`src/rtl/lt_pkg.sv`:
```
package lt_pkg;
  localparam int BUS_W = 32;

  localparam logic [7:0] OFF_TBUF = 8'h00;
  localparam logic [7:0] OFF_TCNT = 8'h04;
  localparam logic [7:0] OFF_IBUF = 8'h08;
  localparam logic [7:0] OFF_ICNT = 8'h0C;
  localparam logic [7:0] OFF_CTRL = 8'h20;
  localparam logic [7:0] OFF_IST  = 8'h30;
  localparam logic [7:0] OFF_IEN  = 8'h34;
  localparam logic [7:0] OFF_WST  = 8'h40;

  localparam int WST_TBUF = 0;
  localparam int WST_IBUF = 1;
  localparam int WST_CTRL = 3;

  // control layout: [2] reload, [1] interrupt counter run, [0] timer run
  typedef struct packed {
    logic reload;
    logic irq_run;
    logic run;
  } ctrl_t;
endpackage

```
`src/rtl/lt_wr_delay.sv`:
```
// Staging slot: holds one written value and applies it DLY edges later.
module lt_wr_delay #(
  parameter int W   = 32,
  parameter int DLY = 3
) (
  input  logic         clk,
  input  logic         rst_n,
  input  logic         wr_i,
  input  logic [W-1:0] data_i,
  output logic         apply_o,
  output logic [W-1:0] data_o
);
  localparam int CW = $clog2(DLY) + 1;

  logic          pend_q, pend_d;
  logic [CW-1:0] cnt_q, cnt_d;
  logic [W-1:0]  data_q, data_d;

  // a new write at the apply edge cancels the apply and restarts
  assign apply_o = pend_q && (cnt_q == '0) && !wr_i;
  assign data_o  = data_q;

  always_comb begin
    pend_d = pend_q;
    cnt_d  = cnt_q;
    data_d = data_q;
    if (wr_i) begin
      pend_d = 1'b1;
      cnt_d  = CW'(DLY - 1);
      data_d = data_i;
    end else if (pend_q) begin
      if (cnt_q == '0) pend_d = 1'b0;
      else             cnt_d  = cnt_q - 1'b1;
    end
  end

  always_ff @(posedge clk or negedge rst_n) begin
    if (!rst_n) begin
      pend_q <= 1'b0;
      cnt_q  <= '0;
      data_q <= '0;
    end else begin
      pend_q <= pend_d;
      cnt_q  <= cnt_d;
      data_q <= data_d;
    end
  end
endmodule

```
`src/rtl/lt_counters.sv`:
```
// Tick divider followed by interrupt counter.
module lt_counters #(
  parameter int CNT_W  = 32,
  parameter int ICNT_W = 32
) (
  input  logic              clk,
  input  logic              rst_n,
  input  logic              run_i,
  input  logic              irq_run_i,
  input  logic              reload_i,
  input  logic              tload_i,
  input  logic [CNT_W-1:0]  tload_val_i,
  input  logic              iload_i,
  input  logic [ICNT_W-1:0] iload_val_i,
  input  logic [CNT_W-1:0]  tbuf_i,
  input  logic [ICNT_W-1:0] ibuf_i,
  output logic [CNT_W-1:0]  tcnt_o,
  output logic [ICNT_W-1:0] icnt_o,
  output logic              expire_o
);
  logic [CNT_W-1:0]  tcnt_q, tcnt_d;
  logic [ICNT_W-1:0] icnt_q, icnt_d;
  logic              wrap;

  assign wrap     = run_i && (tcnt_q == '0);
  assign expire_o = wrap && irq_run_i && (icnt_q == '0);
  assign tcnt_o   = tcnt_q;
  assign icnt_o   = icnt_q;

  always_comb begin
    tcnt_d = tcnt_q;
    if (tload_i)       tcnt_d = tload_val_i;
    else if (wrap)     tcnt_d = tbuf_i;
    else if (run_i)    tcnt_d = tcnt_q - 1'b1;
  end

  always_comb begin
    icnt_d = icnt_q;
    if (iload_i) begin
      icnt_d = iload_val_i;
    end else if (wrap && irq_run_i) begin
      if (icnt_q != '0)  icnt_d = icnt_q - 1'b1;
      else if (reload_i) icnt_d = ibuf_i;
    end
  end

  always_ff @(posedge clk or negedge rst_n) begin
    if (!rst_n) begin
      tcnt_q <= '0;
      icnt_q <= '0;
    end else begin
      tcnt_q <= tcnt_d;
      icnt_q <= icnt_d;
    end
  end
endmodule

```
`src/rtl/lt_chan_timer.sv`:
```
module lt_chan_timer
  import lt_pkg::*;
#(
  parameter int CNT_W  = 32,
  parameter int ICNT_W = 32,
  parameter int WR_DLY = 3
) (
  input  logic             clk,
  input  logic             rst_n,
  input  logic             bus_wr_i,
  input  logic [7:0]       bus_addr_i,
  input  logic [BUS_W-1:0] bus_wdata_i,
  output logic [BUS_W-1:0] bus_rdata_o,
  output logic             irq_o
);
  logic sel_tbuf, sel_ibuf, sel_ctrl, sel_ist, sel_ien, sel_wst;
  assign sel_tbuf = bus_wr_i && (bus_addr_i == OFF_TBUF);
  assign sel_ibuf = bus_wr_i && (bus_addr_i == OFF_IBUF);
  assign sel_ctrl = bus_wr_i && (bus_addr_i == OFF_CTRL);
  assign sel_ist  = bus_wr_i && (bus_addr_i == OFF_IST);
  assign sel_ien  = bus_wr_i && (bus_addr_i == OFF_IEN);
  assign sel_wst  = bus_wr_i && (bus_addr_i == OFF_WST);

  logic              tbuf_apply, ibuf_apply, ctrl_apply;
  logic [CNT_W-1:0]  tbuf_stg;
  logic [ICNT_W-1:0] ibuf_stg;
  logic [2:0]        ctrl_stg;

  lt_wr_delay #(.W(CNT_W), .DLY(WR_DLY)) u_tbuf_dly (
    .clk(clk), .rst_n(rst_n), .wr_i(sel_tbuf), .data_i(bus_wdata_i[CNT_W-1:0]),
    .apply_o(tbuf_apply), .data_o(tbuf_stg));
  lt_wr_delay #(.W(ICNT_W), .DLY(WR_DLY)) u_ibuf_dly (
    .clk(clk), .rst_n(rst_n), .wr_i(sel_ibuf), .data_i(bus_wdata_i[ICNT_W-1:0]),
    .apply_o(ibuf_apply), .data_o(ibuf_stg));
  lt_wr_delay #(.W(3), .DLY(WR_DLY)) u_ctrl_dly (
    .clk(clk), .rst_n(rst_n), .wr_i(sel_ctrl), .data_i(bus_wdata_i[2:0]),
    .apply_o(ctrl_apply), .data_o(ctrl_stg));

  logic [CNT_W-1:0]  tbuf_q, tbuf_d;
  logic [ICNT_W-1:0] ibuf_q, ibuf_d;
  ctrl_t             ctrl_q, ctrl_d;
  logic              ist_q, ist_d, ien_q, ien_d;
  logic [3:0]        wst_q, wst_d;
  logic [CNT_W-1:0]  tcnt;
  logic [ICNT_W-1:0] icnt;
  logic              expire;

  lt_counters #(.CNT_W(CNT_W), .ICNT_W(ICNT_W)) u_cnt (
    .clk(clk), .rst_n(rst_n),
    .run_i(ctrl_q.run), .irq_run_i(ctrl_q.irq_run), .reload_i(ctrl_q.reload),
    .tload_i(tbuf_apply), .tload_val_i(tbuf_stg),
    .iload_i(ibuf_apply), .iload_val_i(ibuf_stg),
    .tbuf_i(tbuf_q), .ibuf_i(ibuf_q),
    .tcnt_o(tcnt), .icnt_o(icnt), .expire_o(expire));

  always_comb begin
    tbuf_d = tbuf_apply ? tbuf_stg : tbuf_q;
    ibuf_d = ibuf_apply ? ibuf_stg : ibuf_q;

    ctrl_d = ctrl_q;
    if (ctrl_apply) begin
      ctrl_d = ctrl_t'(ctrl_stg);
    end else if (expire && !ctrl_q.reload) begin
      ctrl_d.run     = 1'b0;
      ctrl_d.irq_run = 1'b0;
    end

    ist_d = ist_q;
    if (sel_ist && bus_wdata_i[0]) ist_d = 1'b0;
    if (expire)                    ist_d = 1'b1;

    ien_d = sel_ien ? bus_wdata_i[0] : ien_q;

    wst_d = wst_q;
    if (sel_wst) begin
      wst_d[WST_TBUF] = wst_q[WST_TBUF] & ~bus_wdata_i[WST_TBUF];
      wst_d[WST_IBUF] = wst_q[WST_IBUF] & ~bus_wdata_i[WST_IBUF];
      wst_d[WST_CTRL] = wst_q[WST_CTRL] & ~bus_wdata_i[WST_CTRL];
    end
    if (tbuf_apply) wst_d[WST_TBUF] = 1'b1;
    if (ibuf_apply) wst_d[WST_IBUF] = 1'b1;
    if (ctrl_apply) wst_d[WST_CTRL] = 1'b1;
    wst_d[2] = 1'b0;
  end

  always_ff @(posedge clk or negedge rst_n) begin
    if (!rst_n) begin
      tbuf_q <= '0;
      ibuf_q <= '0;
      ctrl_q <= '0;
      ist_q  <= 1'b0;
      ien_q  <= 1'b0;
      wst_q  <= '0;
    end else begin
      tbuf_q <= tbuf_d;
      ibuf_q <= ibuf_d;
      ctrl_q <= ctrl_d;
      ist_q  <= ist_d;
      ien_q  <= ien_d;
      wst_q  <= wst_d;
    end
  end

  assign irq_o = ist_q & ien_q;

  always_comb begin
    bus_rdata_o = '0;
    case (bus_addr_i)
      OFF_TBUF: bus_rdata_o = BUS_W'(tbuf_q);
      OFF_TCNT: bus_rdata_o = BUS_W'(tcnt);
      OFF_IBUF: bus_rdata_o = BUS_W'(ibuf_q);
      OFF_ICNT: bus_rdata_o = BUS_W'(icnt);
      OFF_CTRL: bus_rdata_o = BUS_W'(ctrl_q);
      OFF_IST:  bus_rdata_o = BUS_W'(ist_q);
      OFF_IEN:  bus_rdata_o = BUS_W'(ien_q);
      OFF_WST:  bus_rdata_o = BUS_W'(wst_q);
      default:  bus_rdata_o = '0;
    endcase
  end
endmodule

```
`config.mk`:
```
export PLATFORM = sky130hd
export DESIGN_NAME = lt_chan_timer
export DESIGN_NICKNAME = d
export VERILOG_FILES = /design/src/rtl/lt_pkg.sv /design/src/rtl/lt_wr_delay.sv /design/src/rtl/lt_counters.sv /design/src/rtl/lt_chan_timer.sv
export SDC_FILE = /design/constraint.sdc
export NUM_CORES = 1
export LEC_CHECK = 0
export BUFFER_PORTS_ARGS = -buffer_cell sky130_fd_sc_hd__buf_2
export CAP_MARGIN = 25
export CORE_UTILIZATION = 45
export CTS_CLUSTER_DIAMETER = 60
export CTS_CLUSTER_SIZE = 20
export DETAILED_ROUTE_END_ITERATION = 6
export PLACE_DENSITY = 0.72
export SETUP_SLACK_MARGIN = 0.05
export SYNTH_ARGS = -nofsm -noshare
export SYNTH_HDL_FRONTEND = slang
export SYNTH_SLANG_ARGS = --single-unit
```
`constraint.sdc`:
```
create_clock -name clk -period 4.15 [get_ports clk]
set_input_delay 0.83 -clock clk [delete_from_list [all_inputs] [get_ports clk]]
set_output_delay 0.83 -clock clk [all_outputs]
set_load 0.03 [all_outputs]
```
==> qor.yml, run 1 <==
status: "finished, violations left"
violations: "design-rule violations"
grt_max_degree: 95
drtIter0Drc: 1365
cts_tree: "done"
num_vias: 10000
worst-setup-path-type: "in -> out"
leakage_nw: 6.09
start_kind: "input port"
min_period_ns: 3.83
synth.distinct_cells: 62
route.met2.wl_um: 15800
port_buffers: 75
place_hpwl_um: 24700
cts_sinks: 215
h-tree-depth: 1
clockRootBuffer: "clkbuf_16"
slew_viol_final: 0
synth-seq-cells: 215
synth_ff_type: "dfrtp_1"
hold_path.class: "in -> async"
syn_area_um2: 11000
routabilityCongestion: 0.939
relSlewSlack_pct: 42.8
start_util_pct: 46.5
antennaDiodeCount: 0
cts_buffers: 17
drt-met1-wl_um: 14900
row_count: 56
netlist_top_cells_area: "dfrtp_1 (49%), nand2_1 (10%), mux2_2 (6.7%)"
dr.pass1.iters: 7
yosysMostFrequentCell: "nand2_1"
power_switching_mw: 2.08
grt_pass1_wl_um: 54900
postCtsHoldBufs: 0
grt_usage_pct: 28.7
route.met3.wl_um: 2690
synth_top_area_cell: "dfrtp_1"
dieArea_um2: 25200
coreArea_um2: 23800
syn_to_final_growth_pct: 13.3
stdcell_count: 1589
power.density_nw_per_um2: 472
drc: 18
p_sw_share_pct: 35.2
syn_nets: 1253
fin_skew_ns: 0.0172
avgSynthCellArea_um2: 9.19
clockBufferDepth: 3
fmax_mhz: 261
clk_pin_slew_ns: 0.08
cts_resized: 0
routed_wl_um: 34900
grt_pass1_vias: 9644
worstSkewPairLatency_ns: 0.50
final_nets: 1315
hold_violations: 0
async_flop_share_pct: 100
antenna_left: 0
ys_seq_area_share_pct: 48.7
synth_edf_count: 0
fillers: 2146
worst_pin_slew_ns: 0.852
ir_drop_v: 0.000270
critPathCaptureType: "primary output"
finalCritPeriodShare_pct: 92.4
rsz0062_at_grt: "false"
syn_inst: 1201
fin_tns_setup_ns: 0
antenna_found_initial: 0
crit_fanout: 32
ys.warnings.count: 0
cp.required_ns: 3.32
die_x_um: 159
vias_per_cell: 6.32
grt_overflow: 0
hold_slack_ns: 0.332
top_layer: "met4"
p_total_mw: 5.90
seq_power_share_pct: 47.1
synth_common_cells: "nand2_1 (300), dfrtp_1 (215), nor2_1 (71), o21ai_0 (71), clkbuf_1 (69)"
arrival_ns: 3.00
pwr-share-comb_pct: 24.6
post_cts_buffers: 0
p_int_mw: 3.82
drive_above_1_share_pct: 18.4
die_y_um: 159
p_clk_share_pct: 28.3
io_pins: 76
maxCapViolations: 0
place_inst: 1563
netlist.area_leader.share_pct: 48.7
finalSetupViolCount: 0
avgRoutedWirePerCell_um: 22.0
==> kinds of logic (layout without fill, tap and decap cells) <==
group	count (synthesis)	in the layout	share of synthesized area [%]
adders and majority gates	9	9	1.02
xor gates and xnor gates	23	23	1.82
buffers and inverters	101	170	3.57
muxes	71	71	7.19
AOI/OAI and AO/OA	251	251	15.9
and+or+nand+nor	531	531	21.8
DFF	215	215	48.7
==> stage by stage <==
stage	utilization, %	instance area [um2]	setup slack, ns
2_1_floorplan	-	11000	0.381
3_3_place_gp	50.4	12000	0.400
3_5_place_dp	50.4	12000	0.343
6_report	52.7	12500	0.315
4_1_cts	52.7	12500	0.337
5_1_grt	52.7	12500	0.250
==> layout by cell type, fill, tap and decap left out, types with 6 or more instances in the layout <==
cell         n
o221ai_1     8
nand3_1     24
dfrtp_1    215
a31oi_1     27
and2_1       8
a221oi_1     7
o31ai_1      6
clkbuf_16   17
mux2_2      66
a211oi_1    11
a222oi_1    30
nand4_1      7
a22oi_1      8
nand4b_1     7
a221o_1      6
xor2_1      14
nor3_1      40
buf_4       36
inv_1       27
nor2_1      68
ha_1         9
o21ai_0     71
or3_1       12
nor4_1      20
buf_2       74
a21oi_1     24
o211ai_1    18
a21o_1       6
nand2_1    300
xnor2_1      9
or4_1        7
==> flip-flops by register name, summed over array words and instances, names as in the netlist, 32 cells and up <==
register           flops
tbuf_q                32
u_cnt.tcnt_o          32
u_ibuf_dly.data_o     32
ibuf_q                32
u_cnt.icnt_o          32
u_tbuf_dly.data_o     32
==> area by class of cell <==
class                   count  area, um2  area share, %
clock inverters             9        113          0.900
repair buffers            117        767           6.13
flip-flops and latches    215       5380           43.0
inverters                  27        101          0.810
well taps                 319        399           3.19
multi-input cells         885       5330           42.6
clock buffers              17        425           3.40
==> per-layer routing <==
| metal | up-vias | GRT usage (%) |
|---|---|---|
| met1 | 4963 | 40.2 |
| li1 | 4456 | - |
| met2 | 507 | 44.8 |
| met5 | - | 0 |
| met3 | 112 | 3.92 |
| met4 | 0 | 12.0 |
==> critical path: stages <==
cell,delay (ns)
buf_2,0.11
or4b_2,0.74
or2_2,0.34
nor4_2,0.27
buf_12,0.25
a222oi_1,0.11
nand2_1,0.13
buf_2,0.21
==> power by group through the flow <==
stage	Clock (mW)	Sequential [mW]	Combinational (mW)
floorplan	0	2.62	1.04
global placement	0	2.80	1.37
finish	1.67	2.78	1.45
CTS	1.69	2.75	1.43
detailed placement	0	2.79	1.41
global route	1.77	2.81	1.60
==> path summary, 6_finish.rpt <==
path / from / endpoint / slack, ns / cells past startpoint
max in group asynchronous: rst_n / u_cnt.icnt_o[26]$_DFFE_PN0P_ / 2.92 / 2
max: bus_addr_i[1] / bus_rdata_o[10] / 0.32 / 8
min: rst_n / u_tbuf_dly.cnt_q[0]$_DFFE_PN0P_ / 0.33 / 1
max reg2reg: u_cnt.tcnt_o[3]$_DFFE_PN0P_ / u_cnt.tcnt_o[21]$_DFFE_PN0P_ / 0.94 / 6
min reg2reg: u_ibuf_dly.data_o[24]$_DFFE_PN0P_ / ibuf_q[24]$_DFFE_PN0P_ / 0.49 / 2
min in group clk: u_ibuf_dly.data_o[24]$_DFFE_PN0P_ / ibuf_q[24]$_DFFE_PN0P_ / 0.49 / 2
(Power assumes the default switching activity.)
==> run 2, diff against run 1 <==
--- a/config.mk
+++ b/config.mk
@@ -12,6 +12,7 @@
 export CTS_CLUSTER_SIZE = 20
 export DETAILED_ROUTE_END_ITERATION = 6
 export PLACE_DENSITY = 0.72
+export RECOVER_POWER = 25
 export SETUP_SLACK_MARGIN = 0.05
 export SYNTH_ARGS = -nofsm -noshare
 export SYNTH_HDL_FRONTEND = slang
==> run 2 against run 1 <==
Against the previous run:
- the run ends with design-rule violations, max-capacitance violations, max-slew violations left
- via count decreased by 0.97%
- global-route usage unchanged
- sequential power about the same
- critical path type unchanged
- critical endpoint is now bus_rdata_o[11]
==> qor.yml, run 2 (synthesis results as in run 1) <==
worst_pin_slew_ns: 2.50
start_kind: "input port"
cts_sinks: 215
vias_per_cell: 6.26
stdcell_count: 1589
p_total_mw: 5.89
die_y_um: 159
final_cell_mix: "nand2_1 (300), dfrtp_1 (215), buf_2 (74), o21ai_0 (71), nor2_1 (68)"
worstPathCellList: "buf_2 > or4b_2 > or2_2 > nor4_2 > buf_12 > a222oi_1 > nand2_1 > buf_2"
clockBufferDepth: 3
crit_slowest_cell: "or4b_2"
grt_overflow: 0
coreArea_um2: 23800
die_x_um: 159
rsz0062_at_grt: "false"
relSlewSlack_pct: -67.0
antenna_left: 0
cts_resized: 0
grt_usage_pct: 28.7
crit_fanout: 32
fin_skew_ns: 0.0141
max_stage_delay_ns: 0.74
slew_viol_final: 94
drtIter0Drc: 1362
fin_tns_setup_ns: 0
cp.required_ns: 3.32
power_switching_mw: 2.07
grt_pass1_wl_um: 54900
maxCapViolations: 1
worst-setup-path-type: "in -> out"
avgRoutedWirePerCell_um: 22.0
min_period_ns: 3.85
clockRootBuffer: "clkbuf_16"
drc: 4
r2r_slack_ns: 0.96
power.density_nw_per_um2: 471
violations: "design-rule violations, max-capacitance violations, max-slew violations"
finalSetupViolCount: 0
status: "finished, violations left"
holdPathStages: 2
row_count: 56
dr.pass1.iters: 7
cts_tree: "done"
arrival_ns: 3.02
routabilityCongestion: 0.939
place_hpwl_um: 24700
place_inst: 1563
num_vias: 9941
finalCritPeriodShare_pct: 92.8
p_int_mw: 3.82
h-tree-depth: 1
final_common_cell: "nand2_1"
reg2reg_from: "u_cnt.tcnt_o[3]$_DFFE_PN0P_"
antenna_found_initial: 0
timing.rr.end: "u_cnt.tcnt_o[21]$_DFFE_PN0P_"
hold_path.class: "reg -> reg"
ir_drop_v: 0.000270
drive_above_1_share_pct: 18.4
routed_wl_um: 34900
port_buffers: 75
cp_top_family: "simple AND/OR/NAND/NOR gates"
worstSkewPairLatency_ns: 0.50
pwr-share-comb_pct: 24.5
dieArea_um2: 25200
p_clk_share_pct: 28.3
p_sw_share_pct: 35.1
grt_pass1_vias: 9644
critPathCaptureType: "primary output"
fmax_mhz: 260
final_nets: 1315
crit_start: "bus_addr_i[1]"
start_util_pct: 46.5
leakage_nw: 6.09
cts_buffers: 17
r2r_cells: 6
io_pins: 76
endpoint: "bus_rdata_o[11]"
seq_power_share_pct: 47.1
syn_to_final_growth_pct: 13.2
hold_violations: 0
postCtsHoldBufs: 0
critPathBufInv: 3
grt_max_degree: 95
crit_path_frequent_cell: "buf_2"
path_depth: 8
post_cts_buffers: 0
clk_pin_slew_ns: 0.08
antennaDiodeCount: 0
## run 2: cell count changes in the layout (fill, tap and decap cells not counted)
cell      before  now
buf_8          1    0
clkbuf_2       0    1
## run 2: routing by layer
layer,track usage [%],share of wire [%]
met3,3.92,7.8
met5,0,0
met4,12.0,4.5
met1,40.2,43
met2,44.8,45
## run 2: final cells by class
| class | instances | area (um2) |
|---|---|---|
| clock buffers | 17 | 425 |
| clock inverters | 9 | 113 |
| fillers | 2147 | 11300 |
| inverters | 27 | 101 |
| multi-input cells | 885 | 5330 |
| flip-flops and latches | 215 | 5380 |
| well taps | 319 | 399 |
| repair buffers | 117 | 757 |
## run 2: power by group through the flow
| stage | clock network, mW | logic, mW | registers, mW |
|---|---|---|---|
| finish | 1.67 | 1.45 | 2.78 |
| global route | 1.77 | 1.60 | 2.81 |
| CTS | 1.69 | 1.43 | 2.75 |
| detailed placement | 0 | 1.41 | 2.79 |
| global placement | 0 | 1.37 | 2.80 |
| floorplan | 0 | 1.04 | 2.62 |
## run 2: worst min path at each step
stage	from	end	slack (ns)
after floorplan	u_ctrl_dly.data_o[2]$_DFFE_PN0P_	u_ctrl_dly.data_o[2]$_DFFE_PN0P_	0.44
after CTS	rst_n	u_tbuf_dly.cnt_q[0]$_DFFE_PN0P_	0.39
after detailed placement	u_tbuf_dly.data_o[7]$_DFFE_PN0P_	tbuf_q[7]$_DFFE_PN0P_	0.48
final	u_ibuf_dly.data_o[24]$_DFFE_PN0P_	ibuf_q[24]$_DFFE_PN0P_	0.49
after global placement	u_ctrl_dly.data_o[2]$_DFFE_PN0P_	u_ctrl_dly.data_o[2]$_DFFE_PN0P_	0.46
after global routing	u_ibuf_dly.data_o[24]$_DFFE_PN0P_	ibuf_q[24]$_DFFE_PN0P_	0.50
## run 2: stage by stage
| stage | hold WS (ns) | utilization, % | setup WS, ns | cell area [um2] |
|---|---|---|---|---|
| floorplan | 0.442 | - | 0.381 | 11000 |
| global placement | 0.460 | 50.4 | 0.400 | 12000 |
| detailed placement | 0.480 | 50.4 | 0.343 | 12000 |
| CTS | 0.386 | 52.7 | 0.337 | 12500 |
| global route | 0.502 | 52.6 | 0.250 | 12500 |
| finish | 0.487 | 52.6 | 0.298 | 12500 |
## run 2: worst reg2reg max path: cells and delay by family (launching register included)
family | cells | cell delay, ns
compound gates | 1 | 0.10
xor+xnor | 1 | 0.20
flops | 1 | 0.51
simple gates | 4 | 2.25
